`src/rtl/edo_pkg.sv`:
```
package edo_pkg;

  localparam int DW  = 16;
  localparam int BEW = DW / 8;

  typedef enum logic [3:0] {
    ST_IDLE,
    ST_ROW,
    ST_RCD,
    ST_COL,
    ST_CAS,
    ST_CP,
    ST_OPEN,
    ST_PRE,
    ST_REFC,
    ST_REFR
  } seq_st_e;

  function automatic int cyc_ceil(input int ns, input int clk_ns);
    return (ns + clk_ns - 1) / clk_ns;
  endfunction

  function automatic int max2(input int a, input int b);
    return (a > b) ? a : b;
  endfunction

endpackage

```
`src/rtl/edo_addr_split.sv`:
```
module edo_addr_split #(
  parameter int ADDR_W = 22,
  parameter int COL_W  = 10,
  parameter int A_W    = 12
) (
  input  logic [ADDR_W-1:0] addr,
  output logic [A_W-1:0]    row_bus,
  output logic [A_W-1:0]    col_bus
);

  localparam int ROW_W = ADDR_W - COL_W;

  generate
    if (A_W > ROW_W) begin : g_row_pad
      assign row_bus = {{(A_W-ROW_W){1'b0}}, addr[ADDR_W-1:COL_W]};
    end else begin : g_row_full
      assign row_bus = addr[ADDR_W-1:COL_W];
    end
    if (A_W > COL_W) begin : g_col_pad
      assign col_bus = {{(A_W-COL_W){1'b0}}, addr[COL_W-1:0]};
    end else begin : g_col_full
      assign col_bus = addr[COL_W-1:0];
    end
  endgenerate

endmodule

```
`src/rtl/edo_refresh_timer.sv`:
```
module edo_refresh_timer #(
  parameter int C_REF = 1950
) (
  input  logic clk,
  input  logic rst_n,
  input  logic ack,
  output logic pend
);

  localparam int TW = $clog2(C_REF + 1);

  logic [TW-1:0] cnt;
  logic          fire;

  assign fire = (cnt == '0);

  always_ff @(posedge clk or negedge rst_n) begin
    if (!rst_n) begin
      cnt  <= TW'(C_REF - 1);
      pend <= 1'b0;
    end else begin
      cnt <= fire ? TW'(C_REF - 1) : cnt - 1'b1;
      if (fire)
        pend <= 1'b1;
      else if (ack)
        pend <= 1'b0;
    end
  end

endmodule

```
`src/rtl/edo_seq.sv`:
```
module edo_seq
  import edo_pkg::*;
#(
  parameter int A_W      = 12,
  parameter int C_RCD    = 3,
  parameter int C_CAS    = 1,
  parameter int C_CP     = 2,
  parameter int C_RP     = 4,
  parameter int C_RASMIN = 7,
  parameter int CNT_W    = 3
) (
  input  logic           clk,
  input  logic           rst_n,
  input  logic           req_valid,
  output logic           req_ready,
  input  logic [A_W-1:0] req_row,
  input  logic [A_W-1:0] req_col,
  input  logic           req_write,
  input  logic [DW-1:0]  req_wdata,
  input  logic [BEW-1:0] req_be,
  input  logic           ref_pend,
  output logic           ref_ack,
  output logic           rd_valid,
  output logic [DW-1:0]  rd_data,
  output logic [A_W-1:0] dram_addr,
  output logic           ras_n,
  output logic           cas_lo_n,
  output logic           cas_hi_n,
  output logic           we_n,
  output logic           oe_n,
  output logic [DW-1:0]  dq_o,
  output logic           dq_oe,
  input  logic [DW-1:0]  dq_i
);

  seq_st_e          st, nxt;
  logic [CNT_W-1:0] cnt;
  logic [CNT_W-1:0] ras_cnt;
  logic [A_W-1:0]   open_row, lat_col, n_row, n_col;
  logic             lat_wr, n_wr;
  logic [BEW-1:0]   lat_be, n_be;
  logic [DW-1:0]    lat_wd, n_wd;
  logic             hit, accept, ras_ok, cnt_done;
  logic             ras_d, cl_d, ch_d, we_d, oe_d, dqoe_d, wr_ph, cbr;
  logic [A_W-1:0]   addr_d;

  assign hit      = (req_row == open_row);
  assign ras_ok   = (ras_cnt >= CNT_W'(C_RASMIN));
  assign cnt_done = (cnt == '0);

  always_comb begin
    req_ready = 1'b0;
    if (!ref_pend) begin
      if (st == ST_IDLE)
        req_ready = 1'b1;
      else if (st == ST_OPEN && hit)
        req_ready = 1'b1;
    end
  end

  assign accept  = req_valid && req_ready;
  assign ref_ack = (st == ST_IDLE) && ref_pend;

  always_comb begin
    nxt = st;
    unique case (st)
      ST_IDLE: begin
        if (ref_pend)    nxt = ST_REFC;
        else if (accept) nxt = ST_ROW;
      end
      ST_ROW:  nxt = ST_RCD;
      ST_RCD:  if (cnt_done) nxt = ST_COL;
      ST_COL:  nxt = ST_CAS;
      ST_CAS:  if (cnt_done) nxt = ST_CP;
      ST_CP:   if (cnt_done) nxt = ST_OPEN;
      ST_OPEN: begin
        if (accept)
          nxt = ST_COL;
        else if ((ref_pend || req_valid) && ras_ok)
          nxt = ST_PRE;
      end
      ST_PRE:  if (cnt_done) nxt = ST_IDLE;
      ST_REFC: nxt = ST_REFR;
      ST_REFR: if (cnt_done) nxt = ST_PRE;
      default: nxt = ST_IDLE;
    endcase
  end

  function automatic logic [CNT_W-1:0] dur(input seq_st_e s);
    case (s)
      ST_RCD:  return CNT_W'(C_RCD - 1);
      ST_CAS:  return CNT_W'(C_CAS - 1);
      ST_CP:   return CNT_W'(C_CP - 1);
      ST_PRE:  return CNT_W'(C_RP - 1);
      ST_REFR: return CNT_W'(C_RASMIN - 1);
      default: return '0;
    endcase
  endfunction

  always_comb begin
    n_row = (accept && st == ST_IDLE) ? req_row : open_row;
    n_col = accept ? req_col   : lat_col;
    n_wr  = accept ? req_write : lat_wr;
    n_be  = accept ? req_be    : lat_be;
    n_wd  = accept ? req_wdata : lat_wd;
  end

  always_comb begin
    cbr    = (nxt == ST_REFC) || (nxt == ST_REFR);
    ras_d  = !(nxt inside {ST_RCD, ST_COL, ST_CAS, ST_CP, ST_OPEN, ST_REFR});
    cl_d   = !(((nxt == ST_CAS) && n_be[0]) || cbr);
    ch_d   = !(((nxt == ST_CAS) && n_be[1]) || cbr);
    wr_ph  = n_wr && (nxt inside {ST_COL, ST_CAS, ST_CP});
    we_d   = !wr_ph;
    dqoe_d = wr_ph;
    oe_d   = !(!n_wr && (nxt inside {ST_COL, ST_CAS, ST_CP, ST_OPEN}));
    addr_d = (nxt inside {ST_ROW, ST_RCD}) ? n_row : n_col;
  end

  always_ff @(posedge clk or negedge rst_n) begin
    if (!rst_n) begin
      st        <= ST_IDLE;
      cnt       <= '0;
      ras_cnt   <= '0;
      open_row  <= '0;
      lat_col   <= '0;
      lat_wr    <= 1'b0;
      lat_be    <= '0;
      lat_wd    <= '0;
      ras_n     <= 1'b1;
      cas_lo_n  <= 1'b1;
      cas_hi_n  <= 1'b1;
      we_n      <= 1'b1;
      oe_n      <= 1'b1;
      dq_oe     <= 1'b0;
      dq_o      <= '0;
      dram_addr <= '0;
      rd_valid  <= 1'b0;
      rd_data   <= '0;
    end else begin
      st <= nxt;
      if (nxt != st)
        cnt <= dur(nxt);
      else if (!cnt_done)
        cnt <= cnt - 1'b1;
      if (ras_n)
        ras_cnt <= '0;
      else if (!ras_ok)
        ras_cnt <= ras_cnt + 1'b1;
      open_row  <= n_row;
      lat_col   <= n_col;
      lat_wr    <= n_wr;
      lat_be    <= n_be;
      lat_wd    <= n_wd;
      ras_n     <= ras_d;
      cas_lo_n  <= cl_d;
      cas_hi_n  <= ch_d;
      we_n      <= we_d;
      oe_n      <= oe_d;
      dq_oe     <= dqoe_d;
      dq_o      <= n_wd;
      dram_addr <= addr_d;
      rd_valid  <= (st == ST_CP) && cnt_done && !lat_wr;
      if ((st == ST_CP) && cnt_done && !lat_wr)
        rd_data <= dq_i;
    end
  end

  // Checker state: cycles the row strobe has been high, saturating.
  logic [CNT_W-1:0] hi_cnt;
  always_ff @(posedge clk or negedge rst_n) begin
    if (!rst_n)
      hi_cnt <= CNT_W'(C_RP);
    else if (!ras_n)
      hi_cnt <= '0;
    else if (hi_cnt < CNT_W'(C_RP))
      hi_cnt <= hi_cnt + 1'b1;
  end

  assert_ras_precharge_R7: assert property (@(posedge clk) disable iff (!rst_n)
    $fell(ras_n) |-> (hi_cnt >= CNT_W'(C_RP)));

  assert_cbr_order_R8: assert property (@(posedge clk) disable iff (!rst_n)
    ($fell(ras_n) && !cas_lo_n) |-> ($past(!cas_lo_n && !cas_hi_n) && !cas_hi_n && we_n));

  assert_early_write_R3: assert property (@(posedge clk) disable iff (!rst_n)
    (($fell(cas_lo_n) || $fell(cas_hi_n)) && !we_n) |-> ($past(!we_n) && oe_n && dq_oe));

  assert_lanes_together_R4: assert property (@(posedge clk) disable iff (!rst_n)
    (!cas_lo_n && !cas_hi_n && ($fell(cas_lo_n) || $fell(cas_hi_n)))
      |-> ($fell(cas_lo_n) && $fell(cas_hi_n)));

  assert_read_window_R5: assert property (@(posedge clk) disable iff (!rst_n)
    rd_valid |-> (!ras_n && cas_lo_n && cas_hi_n && !oe_n && we_n));

  assert_read_pulse_R5: assert property (@(posedge clk) disable iff (!rst_n)
    rd_valid |=> !rd_valid);

endmodule

```
`src/rtl/edo_page_ctrl.sv`:
```
module edo_page_ctrl
  import edo_pkg::*;
#(
  parameter int ADDR_W     = 22,
  parameter bit REFRESH_8K = 1'b0,
  parameter int CLK_NS     = 8,
  parameter int T_RC_NS    = 84,
  parameter int T_RP_NS    = 30,
  parameter int T_PC_NS    = 20,
  parameter int T_CAS_NS   = 8,
  parameter int T_RAC_NS   = 50,
  parameter int T_AA_NS    = 25,
  parameter int T_CAC_NS   = 13,
  parameter int T_REFI_NS  = 15600,
  parameter int ROW_W      = REFRESH_8K ? 13 : 12,
  parameter int A_W        = ROW_W
) (
  input  logic              clk,
  input  logic              rst_n,
  input  logic              req_valid,
  output logic              req_ready,
  input  logic [ADDR_W-1:0] req_addr,
  input  logic              req_write,
  input  logic [15:0]       req_wdata,
  input  logic [1:0]        req_be,
  output logic              rd_valid,
  output logic [15:0]       rd_data,
  output logic [A_W-1:0]    dram_addr,
  output logic              ras_n,
  output logic              cas_lo_n,
  output logic              cas_hi_n,
  output logic              we_n,
  output logic              oe_n,
  output logic [15:0]       dq_o,
  output logic              dq_oe,
  input  logic [15:0]       dq_i
);

  localparam int COL_W    = ADDR_W - ROW_W;
  localparam int C_RC     = cyc_ceil(T_RC_NS, CLK_NS);
  localparam int C_RP     = max2(1, cyc_ceil(T_RP_NS, CLK_NS));
  localparam int C_PC     = cyc_ceil(T_PC_NS, CLK_NS);
  localparam int C_CAS    = max2(1, cyc_ceil(T_CAS_NS, CLK_NS));
  localparam int C_RAC    = cyc_ceil(T_RAC_NS, CLK_NS);
  localparam int C_AA     = cyc_ceil(T_AA_NS, CLK_NS);
  localparam int C_CAC    = cyc_ceil(T_CAC_NS, CLK_NS);
  localparam int C_CP     = max2(1, max2(C_AA - 1 - C_CAS,
                                         max2(C_CAC - C_CAS, C_PC - 1 - C_CAS)));
  localparam int C_RCD    = max2(1, C_RAC - 1 - C_CAS - C_CP);
  localparam int C_RASMIN = max2(C_RCD + 1 + C_CAS + C_CP, C_RC - C_RP);
  localparam int C_REF    = max2(2, cyc_ceil(T_REFI_NS, CLK_NS));
  localparam int C_MAX    = max2(max2(C_RCD, C_RASMIN), max2(C_RP, max2(C_CP, C_CAS)));
  localparam int CNT_W    = $clog2(C_MAX + 2);

  logic [A_W-1:0] req_row, req_col;
  logic           ref_pend, ref_ack;

  edo_addr_split #(
    .ADDR_W (ADDR_W),
    .COL_W  (COL_W),
    .A_W    (A_W)
  ) u_split (
    .addr    (req_addr),
    .row_bus (req_row),
    .col_bus (req_col)
  );

  edo_refresh_timer #(
    .C_REF (C_REF)
  ) u_reftmr (
    .clk   (clk),
    .rst_n (rst_n),
    .ack   (ref_ack),
    .pend  (ref_pend)
  );

  edo_seq #(
    .A_W      (A_W),
    .C_RCD    (C_RCD),
    .C_CAS    (C_CAS),
    .C_CP     (C_CP),
    .C_RP     (C_RP),
    .C_RASMIN (C_RASMIN),
    .CNT_W    (CNT_W)
  ) u_seq (
    .clk       (clk),
    .rst_n     (rst_n),
    .req_valid (req_valid),
    .req_ready (req_ready),
    .req_row   (req_row),
    .req_col   (req_col),
    .req_write (req_write),
    .req_wdata (req_wdata),
    .req_be    (req_be),
    .ref_pend  (ref_pend),
    .ref_ack   (ref_ack),
    .rd_valid  (rd_valid),
    .rd_data   (rd_data),
    .dram_addr (dram_addr),
    .ras_n     (ras_n),
    .cas_lo_n  (cas_lo_n),
    .cas_hi_n  (cas_hi_n),
    .we_n      (we_n),
    .oe_n      (oe_n),
    .dq_o      (dq_o),
    .dq_oe     (dq_oe),
    .dq_i      (dq_i)
  );

  assert_refresh_blocks_R9: assert property (@(posedge clk) disable iff (!rst_n)
    ref_pend |-> !req_ready);

endmodule

```
`config.mk`:
```
export PLATFORM = sky130hd
export DESIGN_NAME = edo_page_ctrl
export DESIGN_NICKNAME = d
export VERILOG_FILES = /design/src/rtl/edo_pkg.sv /design/src/rtl/edo_addr_split.sv /design/src/rtl/edo_refresh_timer.sv /design/src/rtl/edo_seq.sv /design/src/rtl/edo_page_ctrl.sv
export SDC_FILE = /design/constraint.sdc
export NUM_CORES = 1
export LEC_CHECK = 0
export BUFFER_PORTS_ARGS = -buffer_cell sky130_fd_sc_hd__buf_4
export CAP_MARGIN = 20
export CORE_ASPECT_RATIO = 0.9
export CORE_MARGIN = 5
export CORE_UTILIZATION = 44
export CTS_CLUSTER_DIAMETER = 100
export CTS_CLUSTER_SIZE = 20
export DETAILED_ROUTE_END_ITERATION = 8
export GPL_TIMING_DRIVEN = 1
export HOLD_SLACK_MARGIN = 0.1
export PLACE_DENSITY_LB_ADDON = 0.2
export RECOVER_POWER = 50
export SLEW_MARGIN = 40
export SYNTH_ARGS = -nofsm -noshare
export SYNTH_HDL_FRONTEND = slang
export SYNTH_HIERARCHICAL = 1
export SYNTH_SLANG_ARGS = --single-unit
```
`constraint.sdc`:
```
create_clock -name clk -period 4.2 [get_ports clk]
set_input_delay 0.63 -clock clk [delete_from_list [all_inputs] [get_ports clk]]
set_output_delay 0.63 -clock clk [all_outputs]
set_load 0.01 [all_outputs]
```
==> results of run 1 <==
path summary, 6_finish.rpt:
path,slack [ns],cells past startpoint,endpoint
setup / recovery,1.12,6,u_seq/dram_addr[6]$_DFF_PN0_
hold / removal,0.40,1,u_seq/rd_data[13]$_DFFE_PN0P_
setup reg to reg,1.12,6,u_seq/dram_addr[6]$_DFF_PN0_
hold reg to reg,0.49,1,u_reftmr/cnt[10]$_DFF_PN1_
max in group asynchronous,1.77,2,u_seq/lat_col[7]$_DFF_PN0_
min in group clk,0.49,1,u_reftmr/cnt[10]$_DFF_PN1_
metrics by stage:
step | util (%) | hold WS, ns | instances | total power (uW) | setup slack, ns
4_1_cts | 55.2 | 0.345 | 615 | 4350 | 1.13
6_report | 54.5 | 0.405 | 616 | 4230 | 1.12
2_1_floorplan | - | 0.334 | 386 | 2830 | 1.77
3_5_place_dp | 52.4 | 0.466 | 599 | 3490 | 1.15
5_1_grt | 54.5 | 0.477 | 616 | 4520 | 0.955
3_3_place_gp | 52.0 | 0.460 | 596 | 3430 | 1.07
per-layer routing:
layer	share of wire, %	GRT usage (%)	routed length [um]
met5	0	0	0
met1	47	21.5	4770
met2	44	24.5	4480
met3	8.1	5.13	821
met4	0.88	5.02	89
power by group:
group | internal (uW) | switching, uW
logic | 937 | 823
registers | 1400 | 231
clock network | 476 | 356
cell usage in the layout (no fill, tap or decap), types with 5 or more instances in the layout:
cell type,count
dfrtp_1,89
nor2_1,13
dfstp_2,12
o21ai_0,14
xnor2_1,15
clkbuf_1,21
nor3_1,7
a21oi_1,13
or3_1,6
clkbuf_16,9
mux2_4,10
and3_1,5
nand3_1,11
nand2_1,13
inv_1,11
buf_4,94
mux2_2,61
kinds of logic (layout without fill, tap and decap cells):
family / Yosys count / in the layout / share of synthesized area [%]
flip-flops: 102 / 102 / 53.4
AND/OR/NAND/NOR: 89 / 89 / 11.4
multiplexers: 73 / 73 / 17.8
AO/OA/AOI/OAI: 50 / 50 / 6.89
buffers and inverters: 48 / 145 / 6.19
XOR/XNOR: 18 / 18 / 3.28
adder cells (fa/ha/maj): 4 / 4 / 1.04
other: 1 / 2 / 0.0779
state kept, by name (all words and copies together) (netlist names), 2 cells and up:
name,flops
u_seq/lat_be,2
u_seq/st,4
u_seq/open_row,12
u_seq/rd_data,16
u_seq/ras_cnt,4
u_seq/cnt,4
u_seq/lat_col,12
u_reftmr/cnt,11
u_seq/lat_wd,16
u_seq/dram_addr,12
area by class of cell:
class / instances / area, um^2 / share of cell area, %
inverter: 12 / 45.0 / 0.768
multi-input combinational: 236 / 1980 / 33.8
sequential: 102 / 2570 / 43.8
clock inverter: 6 / 58.8 / 1.00
tap: 133 / 166 / 2.84
timing repair buffer: 117 / 805 / 13.7
clock buffer: 10 / 239 / 4.08
worst register-to-register path: cells and delay by family, from the launching register on:
family	cells	cell delay [ns]
and+or+nand+nor	3	1.44
DFF	1	0.64
muxes	2	0.63
buffers and inverters	1	0.26
==> impl_metrics.csv, run 1 <==
group,metric,value,unit
outcome,outcome,"finished with violations",
outcome,violations,"max-capacitance violations, max-slew violations",
final_layout,nets,542,
floorplan,start_util,44.7,%
clock_network,tritoncts,"done",
sta,maxSlewHeadroom,-2.23,%
clock_network,clock_path_buffers,2,
worst_setup_path,path_buf_inv,1,
floorplan,die_area,13100,um^2
floorplan,chipWidth,120,um
floorplan,io_pins,112,
final_layout,area_growth,21.8,%
yosys,synth_top_cell_by_area,"dfrtp_1",
yosys,synthTopCellsByArea,"dfrtp_1 (46%), mux2_2 (14%), dfstp_2 (7.1%)",
clock_network,cts_setup_buffers,0,
worst_setup_path,path_max_fanout,19,
sta,setup_viol,0,
drt,drc,0,
drt,wirelength,10.2,mm
worst_setup_path,critPathArrivalTime,3.31,ns
clock_network,htreeDepth,3,
final_layout,stdcell_area,5860,um^2
global_routing,grt_first_pass_wirelength,16.4,mm
worst_setup_path,crit_path_max_incr_delay,0.64,ns
hold_path,min_path_type,"input pin to asynchronous set/reset pin",
drt,post_drt_wl_per_cell,16.5,um
global_routing,track_usage,15.9,%
final_layout,antennaDiodeCount,0,
worst_setup_path,timing.rr.start,"u_seq/st[2]$_DFF_PN0_",
clock_network,cts_resized,0,
yosys,synth_seq_cells,102,
sta,tns,0,ns
worst_setup_path,path_cells,"nor2_1 -> nand3_1 -> nor2b_4 -> buf_8 -> mux2_2 -> mux2_4",
drt,dr_total_vias,3203,
worst_setup_path,worstPathRequired,4.43,ns
placement,portBuffers,111,
placement,placed_area,5640,um^2
power,power_density,720,nW/um^2
sta,tightest_slew,1.53,ns
sta,fmax,0.324,GHz
final_layout,drive_gt1_share,43.3,%
worst_setup_path,cp-startpoint,"u_seq/st[2]$_DFF_PN0_",
floorplan,num_rows,36,
placement,dp_hpwl,7.33,mm
worst_setup_path,slowest_stage,"dfrtp_1",
global_routing,antenna_found_initial,0,
sta,fin_crit_sh,73.4,%
sta,final_hold_viol_count,0,
clock_network,clk_pin_slew_worst_paths,0.07,ns
power,cellLeakagePower,0.00267,uW
yosys,yosysMostFrequentCell,"dfrtp_1",
floorplan,die_h,109,um
yosys,async_reset_ff_share,100,%
drt,ant_nets,0,
global_routing,grt_max_degree,82,
yosys,syn_area,4810,um^2
yosys,synth_top_area_share,46.3,%
worst_setup_path,crit_type,"flop to flop",
worst_setup_path,crit_family,"simple AND/OR/NAND/NOR gates",
yosys,synth-seq-area-share,53.4,%
worst_setup_path,crit_path_end_kind,"flop",
sta,skew,0.00694,ns
global_routing,overflow,0,
final_layout,num-fill-cells,951,
floorplan,core,10800,um^2
yosys,ys_types,64,
drt,viasPerCell,5.20,
global_routing,grt_pass1_vias,3258,
placement,place_congestion,0.795,
yosys,syn_inst,385,
yosys,synth_flop_cell,"dfrtp_1",
clock_network,cts_hold_buf,0,
sta,rsz0062_at_grt,"no",
flow_run,maxCapViolCount,1,
clock_network,cts_root_buf,"clkbuf_16",
clock_network,clock_latency,0.34,ns
yosys,ys_warn_count,6,
clock_network,cts.sinks,102,
clock_network,numCtsBuffers,9,
yosys,synthTopCellsByCount,"dfrtp_1 (89), mux2_2 (61), buf_4 (25), xnor2_1 (15), o21ai_0 (14)",
worst_setup_path,crit_path_start_kind,"flop",
yosys,avgSynthCellArea,12.5,um^2
sta,maxSlewViolCount,65,
sta,layout_min_cycle_time,3.08,ns
drt,first_iter_violations,219,
yosys,synth_edf_count,0,
power,peakVddDrop,383,uV
drt,drt-pass1-iter-count,5,
(Power assumes the default switching activity.)
==> inputs of run 2 (changes only) <==
- clock period: 4.2 -> 2.7 ns (I/O delays scaled with it)
==> impl_metrics.csv, run 2 (synthesis results as in run 1) <==
group,metric,value,unit
final_layout,most-common-layout-cells,"dfrtp_1 (89), buf_4 (71), mux2_2 (61)",
power,power_density,1120,nW/um^2
worst_setup_path,path_max_fanout,7,
clock_network,tritoncts,"done",
clock_network,clock_path_buffers,2,
worst_setup_path,crit_type,"flop to flop",
sta,layout_min_cycle_time,2.59,ns
floorplan,chipWidth,120,um
sta,fmax,0.387,GHz
sta,tightest_slew,1.12,ns
hold_path,min_path_cells,2,
global_routing,track_usage,16.1,%
placement,place_congestion,0.887,
worst_setup_path,worstPathRequired,2.93,ns
global_routing,overflow,0,
drt,wirelength,10.3,mm
final_layout,antennaDiodeCount,0,
floorplan,core,10800,um^2
final_layout,layout_commonest_cell,"dfrtp_1",
floorplan,io_pins,112,
floorplan,die_h,109,um
worst_setup_path,crit_path_start_kind,"flop",
hold_path,min_path_type,"input pin to flop",
sta,fin_crit_sh,95.8,%
sta,rsz0062_at_grt,"no",
final_layout,drive_gt1_share,38.2,%
final_layout,final_util,54.7,%
final_layout,area_growth,22.3,%
hold_path,worstHoldStart,"req_wdata[5]",
drt,drc,0,
clock_network,htreeDepth,3,
placement,placed_area,5740,um^2
final_layout,reg_top3,"u_seq/lat_wd: 16 flops, u_seq/rd_data: 16 flops",
global_routing,grt_pass1_vias,3272,
drt,drt-pass1-iter-count,4,
drt,dr_total_vias,3227,
global_routing,antenna_found_initial,0,
clock_network,cts.sinks,102,
worst_setup_path,r2r_slack,0.11,ns
sta,maxSlewViolCount,0,
sta,final_hold_viol_count,0,
floorplan,die_area,13100,um^2
drt,post_drt_wl_per_cell,16.4,um
drt,viasPerCell,5.14,
flow_run,maxCapViolCount,0,
placement,dp_hpwl,7.64,mm
clock_network,numCtsBuffers,9,
worst_setup_path,timing.rr.start,"u_seq/cnt[0]$_DFFE_PN0P_",
sta,maxSlewHeadroom,25.3,%
clock_network,clock_latency,0.35,ns
global_routing,grt_first_pass_wirelength,16.6,mm
placement,portBuffers,111,
placement,post-place-ws,0.113,ns
power,cellLeakagePower,0.00264,uW
worst_setup_path,crit_path_end_kind,"flop",
hold_path,min_to,"u_seq/lat_wd[5]$_DFFE_PN0N_",
sta,skew,0.00759,ns
final_layout,nets,554,
floorplan,num_rows,36,
sta,tns,0,ns
global_routing,grt_max_degree,46,
sta,setup_viol,0,
outcome,outcome,"completed",
drt,first_iter_violations,216,
final_layout,stdcell_area,5890,um^2
clock_network,clk_pin_slew_worst_paths,0.07,ns
worst_setup_path,critPathArrivalTime,2.82,ns
floorplan,start_util,44.7,%
worst_setup_path,reg2regPathDepth,10,
drt,ant_nets,0,
power,peakVddDrop,549,uV
sta,finalWorstSetupSlack,0.114,ns
clock_network,cts_root_buf,"clkbuf_16",
worst_setup_path,timing.rr.end,"u_seq/dram_addr[8]$_DFF_PN0_",
[run 2: repair_timing]
action                                  4_1_cts  5_1_grt
gates resized for setup                       0        1
endpoints found under the setup margin        0        2
hold buffers                                  1        0
endpoints found under the hold margin        31        0
setup buffers                                 0        2
[run 2: metrics by stage]
stage	total power (uW)	instances	hold WS [ns]
after floorplan	4400	386	0.109
after global placement	5430	606	0.436
after detailed placement	5540	608	0.439
after CTS	6840	625	0.269
after global routing	7030	628	0.272
final	6570	628	0.285
[run 2: final cells by class]
type / count / area, um^2
tap: 133 / 166
sequential: 102 / 2570
clock inverter: 6 / 56.3
clock buffer: 10 / 239
inverter: 12 / 45.0
multi-input combinational: 236 / 1970
fill: 968 / 4880
timing repair buffer: 129 / 845
[run 2: how the worst max path moves through the flow]
stage	from	endpoint	slack (ns)	cells past startpoint
finish	u_seq/cnt[0]$_DFFE_PN0P_	u_seq/dram_addr[8]$_DFF_PN0_	0.11	10
global route	u_seq/cnt[0]$_DFFE_PN0P_	u_seq/dram_addr[2]$_DFF_PN0_	0.01	10
CTS	u_seq/cnt[0]$_DFFE_PN0P_	u_seq/dram_addr[0]$_DFF_PN0_	0.08	10
detailed placement	u_seq/cnt[0]$_DFFE_PN0P_	u_seq/dram_addr[0]$_DFF_PN0_	0.11	10
global placement	req_addr[17]	u_seq/dram_addr[7]$_DFF_PN0_	0.14	7
floorplan	u_seq/cnt[0]$_DFFE_PN0P_	u_seq/dram_addr[10]$_DFF_PN0_	0.27	10
[run 2: power by group]
| part | total (uW) | internal, uW | switching (uW) |
|---|---|---|---|
| clock | 1270 | 667 | 599 |
| sequential | 2530 | 2180 | 351 |
| combinational | 2770 | 1460 | 1310 |
[run 2: layer usage]
layer | vias up | track usage (%) | share of wire [%]
li1 | 1560 | - | -
met1 | 1533 | 21.4 | 46
met2 | 118 | 24.9 | 44
met3 | 16 | 5.13 | 8.5
met4 | 0 | 5.83 | 1.7
met5 | - | 0 | 0
[run 2: worst max-delay path: stages, from the launching register on]
cell	delay, ns
dfrtp_1	0.40
inv_1	0.07
ha_2	0.21
or3b_4	0.40
o311a_1	0.33
and2_4	0.17
inv_2	0.10
o21ai_0	0.11
o211ai_2	0.15
clkbuf_16	0.23
mux2_4	0.29
==> inputs of run 3 (changes only) <==
==> constraint.sdc (replaced) <==
create_clock -name clk -period 2.7 [get_ports clk]
set_input_delay 0 -clock clk [delete_from_list [all_inputs] [get_ports clk]]
set_output_delay 0 -clock clk [all_outputs]
set_load 0.01 [all_outputs]
==> impl_metrics.csv, run 3 (synthesis results as in run 1) <==
group,metric,value,unit
worst_setup_path,worstPathRequired,2.93,ns
global_routing,grt_max_degree,86,
drt,ant_nets,0,
global_routing,antenna_found_initial,0,
outcome,violations,"max-capacitance violations, max-slew violations",
global_routing,grt_pass1_vias,3582,
clock_network,clock_latency,0.34,ns
sta,maxSlewHeadroom,-38.3,%
clock_network,htreeDepth,3,
power,power_density,1040,nW/um^2
sta,rsz0062_at_grt,"no",
sta,fmax,0.386,GHz
sta,skew,0.00579,ns
global_routing,grt_first_pass_wirelength,18.1,mm
sta,layout_min_cycle_time,2.59,ns
clock_network,cts.sinks,102,
global_routing,overflow,0,
drt,viasPerCell,5.12,
clock_network,tritoncts,"done",
drt,drt-pass1-iter-count,4,
placement,portBuffers,111,
worst_setup_path,path_max_fanout,7,
placement,post-place-ws,0.104,ns
floorplan,start_util,44.7,%
placement,placed_area,5710,um^2
drt,post_drt_wl_per_cell,16.2,um
floorplan,num_rows,36,
clock_network,clk_pin_slew_worst_paths,0.07,ns
power,peakVddDrop,662,uV
worst_setup_path,crit_path_end_kind,"flop",
drt,drc,0,
worst_setup_path,critPathArrivalTime,2.82,ns
placement,dp_hpwl,7.39,mm
sta,final_hold_viol_count,0,
power,cellLeakagePower,0.00287,uW
flow_run,maxCapViolCount,1,
floorplan,io_pins,112,
hold_path,min_path_type,"input pin to flop",
sta,fin_hold_ws,0.289,ns
outcome,outcome,"finished with violations",
worst_setup_path,crit_path_start_kind,"flop",
clock_network,cts_setup_buffers,0,
global_routing,track_usage,17.4,%
floorplan,core,10800,um^2
final_layout,nets,608,
final_layout,fin_cells,682,
clock_network,numCtsBuffers,9,
sta,fin_crit_sh,95.9,%
sta,maxSlewViolCount,86,
sta,finalWorstSetupSlack,0.111,ns
floorplan,die_area,13100,um^2
placement,post-place-cells,607,
sta,tns,0,ns
worst_setup_path,crit_type,"flop to flop",
sta,setup_viol,0,
final_layout,stdcell_area,6460,um^2
clock_network,clock_path_buffers,2,
drt,first_iter_violations,243,
floorplan,die_h,109,um
clock_network,cts_root_buf,"clkbuf_16",
floorplan,chipWidth,120,um
final_layout,layout_commonest_cell,"dfrtp_1",
drt,dr_total_vias,3493,
final_layout,drive_gt1_share,35.2,%
final_layout,area_growth,34.1,%
drt,wirelength,11.0,mm
final_layout,reg_top3,"u_seq/lat_wd: 16 flops, u_seq/rd_data: 16 flops",
sta,tightest_slew,2.07,ns
final_layout,most-common-layout-cells,"dfrtp_1 (89), buf_4 (76), mux2_2 (61)",
final_layout,antennaDiodeCount,0,
placement,place_congestion,0.824,
==> run 3: cell count changes in the layout (fill, tap and decap cells not counted), moves of 2 or more <==
cell,before,now
buf_4,71,76
clkbuf_1,51,46
clkinv_4,2,0
clkinvlp_4,0,3
dlygate4sd3_1,1,58
==> run 3: path summary, 6_finish.rpt <==
kind	from	end	slack (ns)	cells after the start
max in group asynchronous	rst_n	u_seq/dram_addr[4]$_DFF_PN0_	0.68	2
max	u_seq/cnt[0]$_DFFE_PN0P_	u_seq/dram_addr[9]$_DFF_PN0_	0.11	10
min	req_valid	u_seq/st[0]$_DFF_PN0_	0.29	4
min in group asynchronous	rst_n	u_seq/rd_data[1]$_DFFE_PN0P_	0.80	2
max reg2reg	u_seq/cnt[0]$_DFFE_PN0P_	u_seq/dram_addr[9]$_DFF_PN0_	0.11	10
min reg2reg	u_reftmr/cnt[0]$_DFF_PN1_	u_reftmr/cnt[0]$_DFF_PN1_	0.47	1
==> run 3: through the flow <==
step	util, %	total power (uW)
finish	60.0	6710
global route	60.0	7160
CTS	61.3	6920
detailed placement	53.1	5510
global placement	52.8	5410
floorplan	-	4400
==> run 3: repair_timing <==
| item | CTS | global route |
|---|---|---|
| hold endpoints to repair | 144 | 0 |
| setup endpoints to repair | 0 | 12 |
| resized for setup | 0 | 2 |
| hold buffers | 58 | 0 |
==> run 3: critical path: stages, from the launching register on <==
cell       delay, ns
dfrtp_1         0.40
inv_1           0.11
ha_4            0.17
or3b_4          0.41
o311a_1         0.34
and2_4          0.18
inv_2           0.10
o21ai_0         0.11
o211ai_2        0.14
clkbuf_16       0.23
mux2_4          0.30
==> run 3: power by group <==
group	switching, uW	total, uW	internal, uW
sequential	344	2530	2180
clock	587	1310	726
combinational	1350	2870	1530
total	2280	6710	4430
==> run 3: routing by layer <==
layer / vias to the layer above / share of wire, % / global-route usage [%]
met5: - / 0 / 0
met4: 0 / 1.2 / 5.34
met3: 10 / 6.2 / 3.99
met2: 118 / 47 / 28.4
met1: 1692 / 46 / 23.5
li1: 1673 / - / -
==> run 3: layout make-up <==
type                            count  area [um^2]
Clock inverter                      6         70.1
Timing Repair Buffer              183         1400
Tap cell                          133          166
Clock buffer                       10          229
Sequential cell                   102         2570
Fill cell                         871         4310
Inverter                           12         45.0
Multi-Input combinational cell    236         1980
